==> src/rtl/cap_pkg.sv <==
package cap_pkg;
    typedef enum logic [2:0] {
        ST_IDLE  = 3'd0,
        ST_PRE   = 3'd1,
        ST_ARMED = 3'd2,
        ST_POST  = 3'd3,
        ST_DONE  = 3'd4
    } cap_state_e;
endpackage

==> src/rtl/cap_len_calc.sv <==
module cap_len_calc #(
    parameter int MAX_DEPTH = 64,
    localparam int CW = $clog2(MAX_DEPTH + 1)
) (
    input  logic          clk,
    input  logic          rst_n,
    input  logic          load_i,
    input  logic [CW-1:0] size_i,
    input  logic [CW-1:0] post_i,
    output logic [CW-1:0] pre_d_o,
    output logic [CW-1:0] size_q_o,
    output logic [CW-1:0] post_q_o,
    output logic [CW-1:0] pre_q_o
);
    logic [CW-1:0] size_sat;
    logic [CW-1:0] post_clamp;

    always_comb begin
        if (size_i == '0)
            size_sat = CW'(1);
        else if (size_i > CW'(MAX_DEPTH))
            size_sat = CW'(MAX_DEPTH);
        else
            size_sat = size_i;
        post_clamp = (post_i > size_sat) ? size_sat : post_i;
        pre_d_o    = size_sat - post_clamp;
    end

    always_ff @(posedge clk or negedge rst_n) begin
        if (!rst_n) begin
            size_q_o <= CW'(1);
            post_q_o <= '0;
            pre_q_o  <= CW'(1);
        end else if (load_i) begin
            size_q_o <= size_sat;
            post_q_o <= post_clamp;
            pre_q_o  <= pre_d_o;
        end
    end

    AST_SPLIT_FITS: assert property (@(posedge clk) disable iff (!rst_n)
        load_i |=> (post_q_o <= size_q_o) && (size_q_o != '0));
endmodule

==> src/rtl/cap_addr_gen.sv <==
module cap_addr_gen #(
    parameter int MAX_DEPTH = 64,
    localparam int CW = $clog2(MAX_DEPTH + 1),
    localparam int AW = $clog2(MAX_DEPTH)
) (
    input  logic          clk,
    input  logic          rst_n,
    input  logic          clear_i,
    input  logic          step_i,
    input  logic [CW-1:0] size_i,
    output logic [AW-1:0] addr_o,
    output logic [AW-1:0] addr_nxt_o
);
    logic at_end;

    always_comb begin
        at_end     = (CW'(addr_o) == (size_i - CW'(1)));
        addr_nxt_o = addr_o;
        if (step_i)
            addr_nxt_o = at_end ? '0 : addr_o + AW'(1);
    end

    always_ff @(posedge clk or negedge rst_n) begin
        if (!rst_n)
            addr_o <= '0;
        else if (clear_i)
            addr_o <= '0;
        else
            addr_o <= addr_nxt_o;
    end

    AST_ADDR_IN_RANGE: assert property (@(posedge clk) disable iff (!rst_n)
        step_i |-> (CW'(addr_o) < size_i));
    AST_ADDR_HOLD: assert property (@(posedge clk) disable iff (!rst_n)
        (!step_i && !clear_i) |=> $stable(addr_o));
endmodule

==> src/rtl/cap_seq.sv <==
module cap_seq
    import cap_pkg::*;
#(
    parameter int MAX_DEPTH = 64,
    localparam int CW = $clog2(MAX_DEPTH + 1),
    localparam int AW = $clog2(MAX_DEPTH)
) (
    input  logic          clk,
    input  logic          rst_n,
    input  logic          start_i,
    input  logic          stop_i,
    input  logic          vld_i,
    input  logic          trig_i,
    input  logic [CW-1:0] pre_d_i,
    input  logic [CW-1:0] pre_q_i,
    input  logic [CW-1:0] post_q_i,
    input  logic [AW-1:0] addr_nxt_i,
    output logic          load_o,
    output logic          wr_en_o,
    output logic          armed_o,
    output logic          ready_o,
    output logic [AW-1:0] trig_addr_o
);
    cap_state_e    state_q, state_d;
    logic [CW-1:0] cnt_q, cnt_d;
    logic          trig_take;

    assign load_o    = start_i && !stop_i;
    assign trig_take = (state_q == ST_ARMED) && trig_i && !start_i && !stop_i;

    always_comb begin
        state_d = state_q;
        cnt_d   = cnt_q;
        if (stop_i) begin
            state_d = ST_IDLE;
            cnt_d   = '0;
        end else if (start_i) begin
            state_d = (pre_d_i == '0) ? ST_ARMED : ST_PRE;
            cnt_d   = '0;
        end else begin
            unique case (state_q)
                ST_IDLE: ;
                ST_PRE: begin
                    if (vld_i) begin
                        if (cnt_q == pre_q_i - CW'(1)) begin
                            state_d = ST_ARMED;
                            cnt_d   = '0;
                        end else begin
                            cnt_d = cnt_q + CW'(1);
                        end
                    end
                end
                ST_ARMED: begin
                    if (trig_i) begin
                        state_d = (post_q_i == '0) ? ST_DONE : ST_POST;
                        cnt_d   = '0;
                    end
                end
                ST_POST: begin
                    if (vld_i) begin
                        if (cnt_q == post_q_i - CW'(1)) begin
                            state_d = ST_DONE;
                            cnt_d   = '0;
                        end else begin
                            cnt_d = cnt_q + CW'(1);
                        end
                    end
                end
                ST_DONE: ;
                default: state_d = ST_IDLE;
            endcase
        end
    end

    always_ff @(posedge clk or negedge rst_n) begin
        if (!rst_n) begin
            state_q <= ST_IDLE;
            cnt_q   <= '0;
        end else begin
            state_q <= state_d;
            cnt_q   <= cnt_d;
        end
    end

    always_ff @(posedge clk or negedge rst_n) begin
        if (!rst_n)
            trig_addr_o <= '0;
        else if (trig_take)
            trig_addr_o <= addr_nxt_i;
    end

    always_comb begin
        wr_en_o = 1'b0;
        armed_o = 1'b0;
        ready_o = 1'b0;
        unique case (state_q)
            ST_IDLE:  ;
            ST_PRE:   wr_en_o = vld_i;
            ST_ARMED: begin
                wr_en_o = vld_i;
                armed_o = 1'b1;
            end
            ST_POST:  wr_en_o = vld_i;
            ST_DONE:  ready_o = 1'b1;
            default:  ;
        endcase
    end

    AST_STOP_TO_IDLE: assert property (@(posedge clk) disable iff (!rst_n)
        stop_i |=> (state_q == ST_IDLE));
    AST_DONE_HOLDS_TADDR: assert property (@(posedge clk) disable iff (!rst_n)
        (state_q == ST_DONE) |=> $stable(trig_addr_o));
    AST_ARM_FROM_PRE: assert property (@(posedge clk) disable iff (!rst_n)
        (state_q == ST_PRE && !start_i && !stop_i) |=> (state_q == ST_PRE || state_q == ST_ARMED));
    AST_ONE_STATUS: assert property (@(posedge clk) disable iff (!rst_n)
        $onehot0({armed_o, ready_o}));
endmodule

==> src/rtl/cap_ctrl.sv <==
module cap_ctrl #(
    parameter int MAX_DEPTH = 64,
    localparam int CW = $clog2(MAX_DEPTH + 1),
    localparam int AW = $clog2(MAX_DEPTH)
) (
    input  logic          clk,
    input  logic          rst_n,
    input  logic          start_i,
    input  logic          stop_i,
    input  logic [CW-1:0] mem_size_i,
    input  logic [CW-1:0] post_cnt_i,
    input  logic          sample_vld_i,
    input  logic          trig_i,
    output logic [AW-1:0] wr_addr_o,
    output logic          wr_en_o,
    output logic          armed_o,
    output logic          ready_o,
    output logic [AW-1:0] trig_addr_o
);
    logic [CW-1:0] pre_d, size_q, post_q, pre_q;
    logic [AW-1:0] addr_nxt;
    logic          load;

    cap_len_calc #(.MAX_DEPTH(MAX_DEPTH)) u_len (
        .clk      (clk),
        .rst_n    (rst_n),
        .load_i   (load),
        .size_i   (mem_size_i),
        .post_i   (post_cnt_i),
        .pre_d_o  (pre_d),
        .size_q_o (size_q),
        .post_q_o (post_q),
        .pre_q_o  (pre_q)
    );

    cap_addr_gen #(.MAX_DEPTH(MAX_DEPTH)) u_addr (
        .clk        (clk),
        .rst_n      (rst_n),
        .clear_i    (load || stop_i),
        .step_i     (wr_en_o),
        .size_i     (size_q),
        .addr_o     (wr_addr_o),
        .addr_nxt_o (addr_nxt)
    );

    cap_seq #(.MAX_DEPTH(MAX_DEPTH)) u_seq (
        .clk         (clk),
        .rst_n       (rst_n),
        .start_i     (start_i),
        .stop_i      (stop_i),
        .vld_i       (sample_vld_i),
        .trig_i      (trig_i),
        .pre_d_i     (pre_d),
        .pre_q_i     (pre_q),
        .post_q_i    (post_q),
        .addr_nxt_i  (addr_nxt),
        .load_o      (load),
        .wr_en_o     (wr_en_o),
        .armed_o     (armed_o),
        .ready_o     (ready_o),
        .trig_addr_o (trig_addr_o)
    );

    AST_WREN_NEEDS_VLD: assert property (@(posedge clk) disable iff (!rst_n)
        wr_en_o |-> sample_vld_i);
    AST_START_CLEARS: assert property (@(posedge clk) disable iff (!rst_n)
        (start_i && !stop_i) |=> (wr_addr_o == '0) && !ready_o);
    AST_STOP_QUIET: assert property (@(posedge clk) disable iff (!rst_n)
        stop_i |=> !ready_o && !armed_o && !wr_en_o);
endmodule

==> config.mk <==
export PLATFORM = sky130hd
export DESIGN_NAME = cap_ctrl
export DESIGN_NICKNAME = d
export VERILOG_FILES = /design/src/rtl/cap_pkg.sv /design/src/rtl/cap_len_calc.sv /design/src/rtl/cap_addr_gen.sv /design/src/rtl/cap_seq.sv /design/src/rtl/cap_ctrl.sv
export SDC_FILE = /design/constraint.sdc
export NUM_CORES = 1
export LEC_CHECK = 0
export ABC_CLOCK_PERIOD_IN_PS = 2700
export BUFFER_PORTS_ARGS = -buffer_cell sky130_fd_sc_hd__clkbuf_2
export CAP_MARGIN = 40
export CELL_PAD_IN_SITES_DETAIL_PLACEMENT = 1
export CELL_PAD_IN_SITES_GLOBAL_PLACEMENT = 1
export CORE_UTILIZATION = 40
export DETAILED_ROUTE_END_ITERATION = 10
export MAX_ROUTING_LAYER = met4
export PLACE_DENSITY_LB_ADDON = 0.25
export SETUP_SLACK_MARGIN = 0.4
export SLEW_MARGIN = 20
export SYNTH_ARGS = -nofsm -noshare
export SYNTH_HDL_FRONTEND = slang
export SYNTH_SLANG_ARGS = --single-unit
==> constraint.sdc <==
create_clock -name clk -period 2.7 [get_ports clk]
set_clock_uncertainty 0.15 [all_clocks]
set_input_delay 0.405 -clock clk [delete_from_list [all_inputs] [get_ports clk]]
set_output_delay 0.405 -clock clk [all_outputs]
set_load 0.02 [all_outputs]
* Word level (Yosys, flattened, before mapping)
Index checks and enable logic that the tools add are counted.
Word-level totals: bits in registers 43, bits in latches 0, memory bits (writable) 0, memory bits (read-only) 0, memories kept 0
Operators by class: add/subtract/negate cells 6, multiply operators 0, divide/modulo/power cells 0, $lt $le $gt $ge 2, eq/ne operators 13, shift-type cells 0, multiplexer cells 27, bitwise logic cells 0, reduce and logical (&&, ||, !) cells 16
Operators by type and width (count):
- $mux 7 | 10
- $mux 3 | 8
- $logic_not 7->1 | 3
- $pmux 7 s3 | 1
- $sub 7x1->7 const B | 3
- $mux 6 | 3
- $eq 7x7->1 | 2
- $ne 4x4->1 const B | 3
- $pmux 3 s4 | 1
- $ne 4x3->1 const B | 2
- $add 7x1->7 const B | 1
- $eq 6x7->1 | 1
- $gt 7x7->1 | 1
- $gt 7x7->1 const B | 1
- $sub 7x7->7 | 1
- $add 6x1->6 const B | 1
- $eq 3x2->1 const B | 2
- $reduce_and 6->1 | 1
- $reduce_bool 5->1 | 1
- $logic_and 1x1->1 | 4
- $reduce_and 4->1 | 1
- $eq 3x1->1 const B | 1
- $eq 3x3->1 const B | 1
- $logic_not 3->1 | 1
- 7 further kinds | 10

* Depth between registers and ports, before layout
depth after elaboration 10, gate-level depth with buffers 19, mapped depth without buffers 19

* Cells and area by module
Synthesis repeated with hierarchy kept, for this count alone.
Second synthesis, totals: cells, all modules 356, area total of the unflattened synthesis 3353.2 um^2
By module, submodules not included:
- cap_len_calc | times used 1, cells each 128, area each 1387.6 um^2
- cap_seq | times used 1, cells each 156, area each 1363.8 um^2
- cap_addr_gen | times used 1, cells each 71, area each 595.6 um^2
- cap_ctrl | times used 1, cells each 1, area each 6.3 um^2

* Worst setup path after synthesis
Ideal clock, no wire load.
path type input to register, start in mem_size_i[6], end reg u_seq.state_q[0], setup time 0.122 ns, arrival 3.620 ns, required time 2.428 ns, setup slack -1.192 ns, stages 18, path buffers 0, cells stage by stage inv_1 -> nand2_1 -> ha_1 -> nand4_1 -> a21oi_1 -> nor3_1 -> nor2_1 -> mux2i_1 -> ha_1 -> inv_1 -> fa_1 -> a21o_1 -> a21oi_1 -> o21ai_0 -> xor2_1 -> and3_1 -> nor2_1 -> a32o_1
On the way: longest elaborated chain between the ends 10, elaborated cells between the ends (all ways) 11
RTL lines:
- start, declared | line cap_ctrl.sv:10 | input logic [CW-1:0] mem_size_i,
- $gt 7x7->1 | line cap_len_calc.sv:21 | else if (size_i > CW'(MAX_DEPTH))
- $mux 7 | line cap_len_calc.sv:21
- $mux 7 (*) | line cap_len_calc.sv:19 | if (size_i == '0)
- $gt 7x7->1 | line cap_len_calc.sv:25 | post_clamp = (post_i > size_sat) ? size_sat : post_i;
- $mux 7 (*) | line cap_len_calc.sv:25
- net u_len.post_clamp[0] | line cap_len_calc.sv:16 | logic [CW-1:0] post_clamp;
- $sub 7x7->7 (*) | line cap_len_calc.sv:26 | pre_d_o = size_sat - post_clamp;
- $logic_not 7->1 (*) | line cap_seq.sv:38 | state_d = (pre_d_i == '0) ? ST_ARMED : ST_PRE;
- $mux 2 (*) | line cap_seq.sv:38
- $mux 3 (*) | line cap_seq.sv:37 | end else if (start_i) begin
- $mux 3 (*) | line cap_seq.sv:34 | if (stop_i) begin
- end signal, assigned | line cap_seq.sv:80 | state_q <= state_d;
- end, declared | line cap_seq.sv:24 | cap_state_e state_q, state_d;
Mark *: on every way through the listed nets, which the timed path passes. The rest lies on a longest branch. A chain may end at the register's enable or synchronous reset.

* Final worst setup path
Same ends and word-level chain as after synthesis.

==> impl_metrics.tcl <==
set metrics [dict create \
    antenna_cells 0 \
    mostFrequentLayoutCells "buf_4, dfrtp_1, nand2_1" \
    h-tree-depth 2 \
    clockBufferDepth 2 \
    finalHoldViolCount 0 \
    rows 31 \
    cts.sinks 43 \
    highest_layer "met4" \
    cp.arrival_ns 3.89 \
    viasPerCell 5.79 \
    fin_area_mm2 0.00468 \
    grt_pass1_wl_um 18100 \
    max_freq_mhz 261 \
    numPortBuffers 34 \
    synth_ff_type "dfrtp_1" \
    gp_congestion 0.846 \
    wirelength_met1_um 5210 \
    drt-total-wl_um 13000 \
    initialDrtViolationCount 172 \
    track_usage 0.292 \
    period_needed_ns 3.84 \
    grt_pass1_vias 3577 \
    firstDrtPassIters 4 \
    clk_latency_ns 0.31 \
    drive_gt1_frac 0.473 \
    synthesis.nets 394 \
    core-area_mm2 0.00737 \
    grt_max_degree 44 \
    final_common_cell "buf_4" \
    cp_max_fo 7 \
    setup_viol 12 \
    antenna_found_initial 0 \
    power.density_mw_per_mm2 527 \
    via_count 3351 \
    async_reset_ff_frac 1.00 \
    cp_data_required_time_ns 2.75 \
    synth_top_cell_area_share 0.333 \
    synth-edff-count 0 \
    pre_cts_ws_ns -1.23 \
    hp-class "in2async" \
    syn_avg_cell_area_um2 8.71 \
    post_dp_cell_area_mm2 0.00394 \
    ys_seq_elements 43 \
    start_kind "input port" \
    grt_overflow 0 \
    synth_top_area_cell "dfrtp_1" \
    die-height_um 89.8 \
    drv_cap 0 \
    wl_met3_um 422 \
    clockRootBuffer "clkbuf_8" \
    ant_nets 0 \
    multiInputGateArea_mm2 0.00238 \
    dr_wl_met2_um 6730 \
    die_w_um 89.8 \
    cts_tree "done" \
    synth_area_mm2 0.00308 \
    cp-end-kind "flip-flop" \
    netlist_instances 354 \
    wl_per_cell_um 22.5 \
    yosysSeqAreaShare 0.350 \
    fin_ws_ns -1.14 \
    critical_path_class "in2reg" \
    grt_setup_unrepaired "yes" \
    yosys_warnings 0 \
    synth.top_cells.by_area "dfrtp_1, ha_1, nand2_1, xnor2_1, mux2i_1" \
    r2r_slack_ns -0.07 \
    io_pins 35 \
    die-area_mm2 0.00807 \
    clk_pin_slew_ns 0.09 \
    start_util 0.419 \
    dp_hpwl_um 7170 \
    status "finished, violations left" \
    area.sequential_mm2 0.00108 \
    post-route-period-util 1.42 \
    nNetsFinal 519 \
    syn2layout_area_growth_pct 51.6 \
    synthDistinctLibCells 55 \
    peakVddDrop_mv 0.225 \
    cts_made_buffers 5 \
    fillerInstances 846 \
    leakagePower_uw 0.00216 \
    slew_headroom 0.594 \
    violations "negative setup slack" \
    max_slew.worst_pin.slew_ns 0.608 \
    route.detailed.drc 0 \
    finalMaxSlewViolations 0 \
]
[layout make-up]
| cell class | count | area share |
|---|---|---|
| repair buffers | 130 | 0.197 |
| multi-input cells | 278 | 0.508 |
| well taps | 99 | 0.0265 |
| inverters | 21 | 0.0177 |
| flip-flops and latches | 43 | 0.231 |
| clock buffers | 7 | 0.0185 |
| clock inverters | 1 | 0.00107 |
[synth_stat cells, drive strengths merged (2+ instances only)]
| cell | n |
|---|---|
| a2111oi | 2 |
| a211oi | 2 |
| a21o | 2 |
| a21oi | 18 |
| a311oi | 2 |
| a31oi | 2 |
| and2 | 2 |
| and3 | 2 |
| buf | 2 |
| clkbuf | 11 |
| dfrtp | 41 |
| dfstp | 2 |
| ha | 19 |
| inv | 21 |
| mux2 | 5 |
| mux2i | 14 |
| nand2 | 45 |
| nand2b | 5 |
| nand3 | 12 |
| nand3b | 2 |
| nand4 | 6 |
| nand4b | 2 |
| nor2 | 27 |
| nor2b | 3 |
| nor3 | 14 |
| nor4 | 6 |
| o211a | 3 |
| o21ai | 24 |
| o31a | 2 |
| o31ai | 5 |
| or2 | 2 |
| or4 | 2 |
| xnor2 | 19 |
| xor2 | 11 |
[final timing paths]
check,to,start,depth (start not counted)
setup / recovery,u_seq.state_q[0]$_DFFE_PN0P_,mem_size_i[6],19
hold / removal,u_seq.cnt_q[4]$_DFFE_PN0P_,rst_n,2
setup reg to reg,u_seq.state_q[0]$_DFFE_PN0P_,u_len.pre_q_o[3]$_DFFE_PN0P_,7
hold reg to reg,u_seq.trig_addr_o[4]$_DFFE_PN0P_,u_seq.trig_addr_o[4]$_DFFE_PN0P_,2
max in group asynchronous,u_seq.trig_addr_o[0]$_DFFE_PN0P_,rst_n,2
min in group clk,u_seq.trig_addr_o[4]$_DFFE_PN0P_,u_seq.trig_addr_o[4]$_DFFE_PN0P_,2
[cell families after synthesis]
family | Yosys count | synth area share
xor gates and xnor gates | 30 | 0.0852
and+or+nand+nor | 135 | 0.212
AOI/OAI and AO/OA | 73 | 0.162
adders and majority gates | 20 | 0.0836
DFF | 43 | 0.350
muxes | 19 | 0.0637
buffers and inverters | 34 | 0.0438
[critical path, stage by stage]
cell and delay, ns:
buf_8 0.10, clkinvlp_4 0.19, nand2_2 0.12, ha_4 0.30, nand3b_1 0.11, a21oi_2 0.26, nor3_4 0.10, nor2_4 0.17
mux2i_4 0.32, ha_4 0.17, inv_2 0.05, fa_2 0.42, buf_6 0.15, xnor2_4 0.18, nand4b_1 0.16, nor3_2 0.20
and3_1 0.21, nor2_1 0.06, a32o_1 0.21
[report_power, final]
part | internal [uW] | switching [uW]
Combinational | 592 | 623
Sequential | 714 | 77.0
Clock | 207 | 250
[routing by layer]
layer  up-vias  track usage
li1       1511            -
met1      1676        0.329
met2       111        0.519
met3        53       0.0372
met4         0        0.123
met5         -            -
[sequential cells by signal, summed over array words and instances, names as in the netlist]
name and count:
u_len.size_q_o 7, u_seq.state_q 3, u_len.post_q_o 7, u_seq.trig_addr_o 6, u_addr.addr_o 6, u_seq.cnt_q 7
u_len.pre_q_o 7
[stage by stage]
step	power [uW]	utilization	setup TNS [ns]	hold slack (ns)	instances
5_1_grt	2570	0.634	-7.66	0.0712	579
6_report	2460	0.634	-6.60	0.0226	579
3_3_place_gp	1600	0.534	-5.58	0.312	544
4_1_cts	2210	0.596	-4.10	0.0480	567
2_1_floorplan	1280	-	-3.02	-0.0406	354
3_5_place_dp	1650	0.534	-7.11	0.321	544
[timing repair]
item	CTS	global route
buffers inserted	14	12
setup endpoints to repair	29	35
pin swaps	26	26
gates cloned	1	0
gates resized for setup	56	34
hold buffers	0	0
No activity file was read; power rests on OpenSTA's default activity.
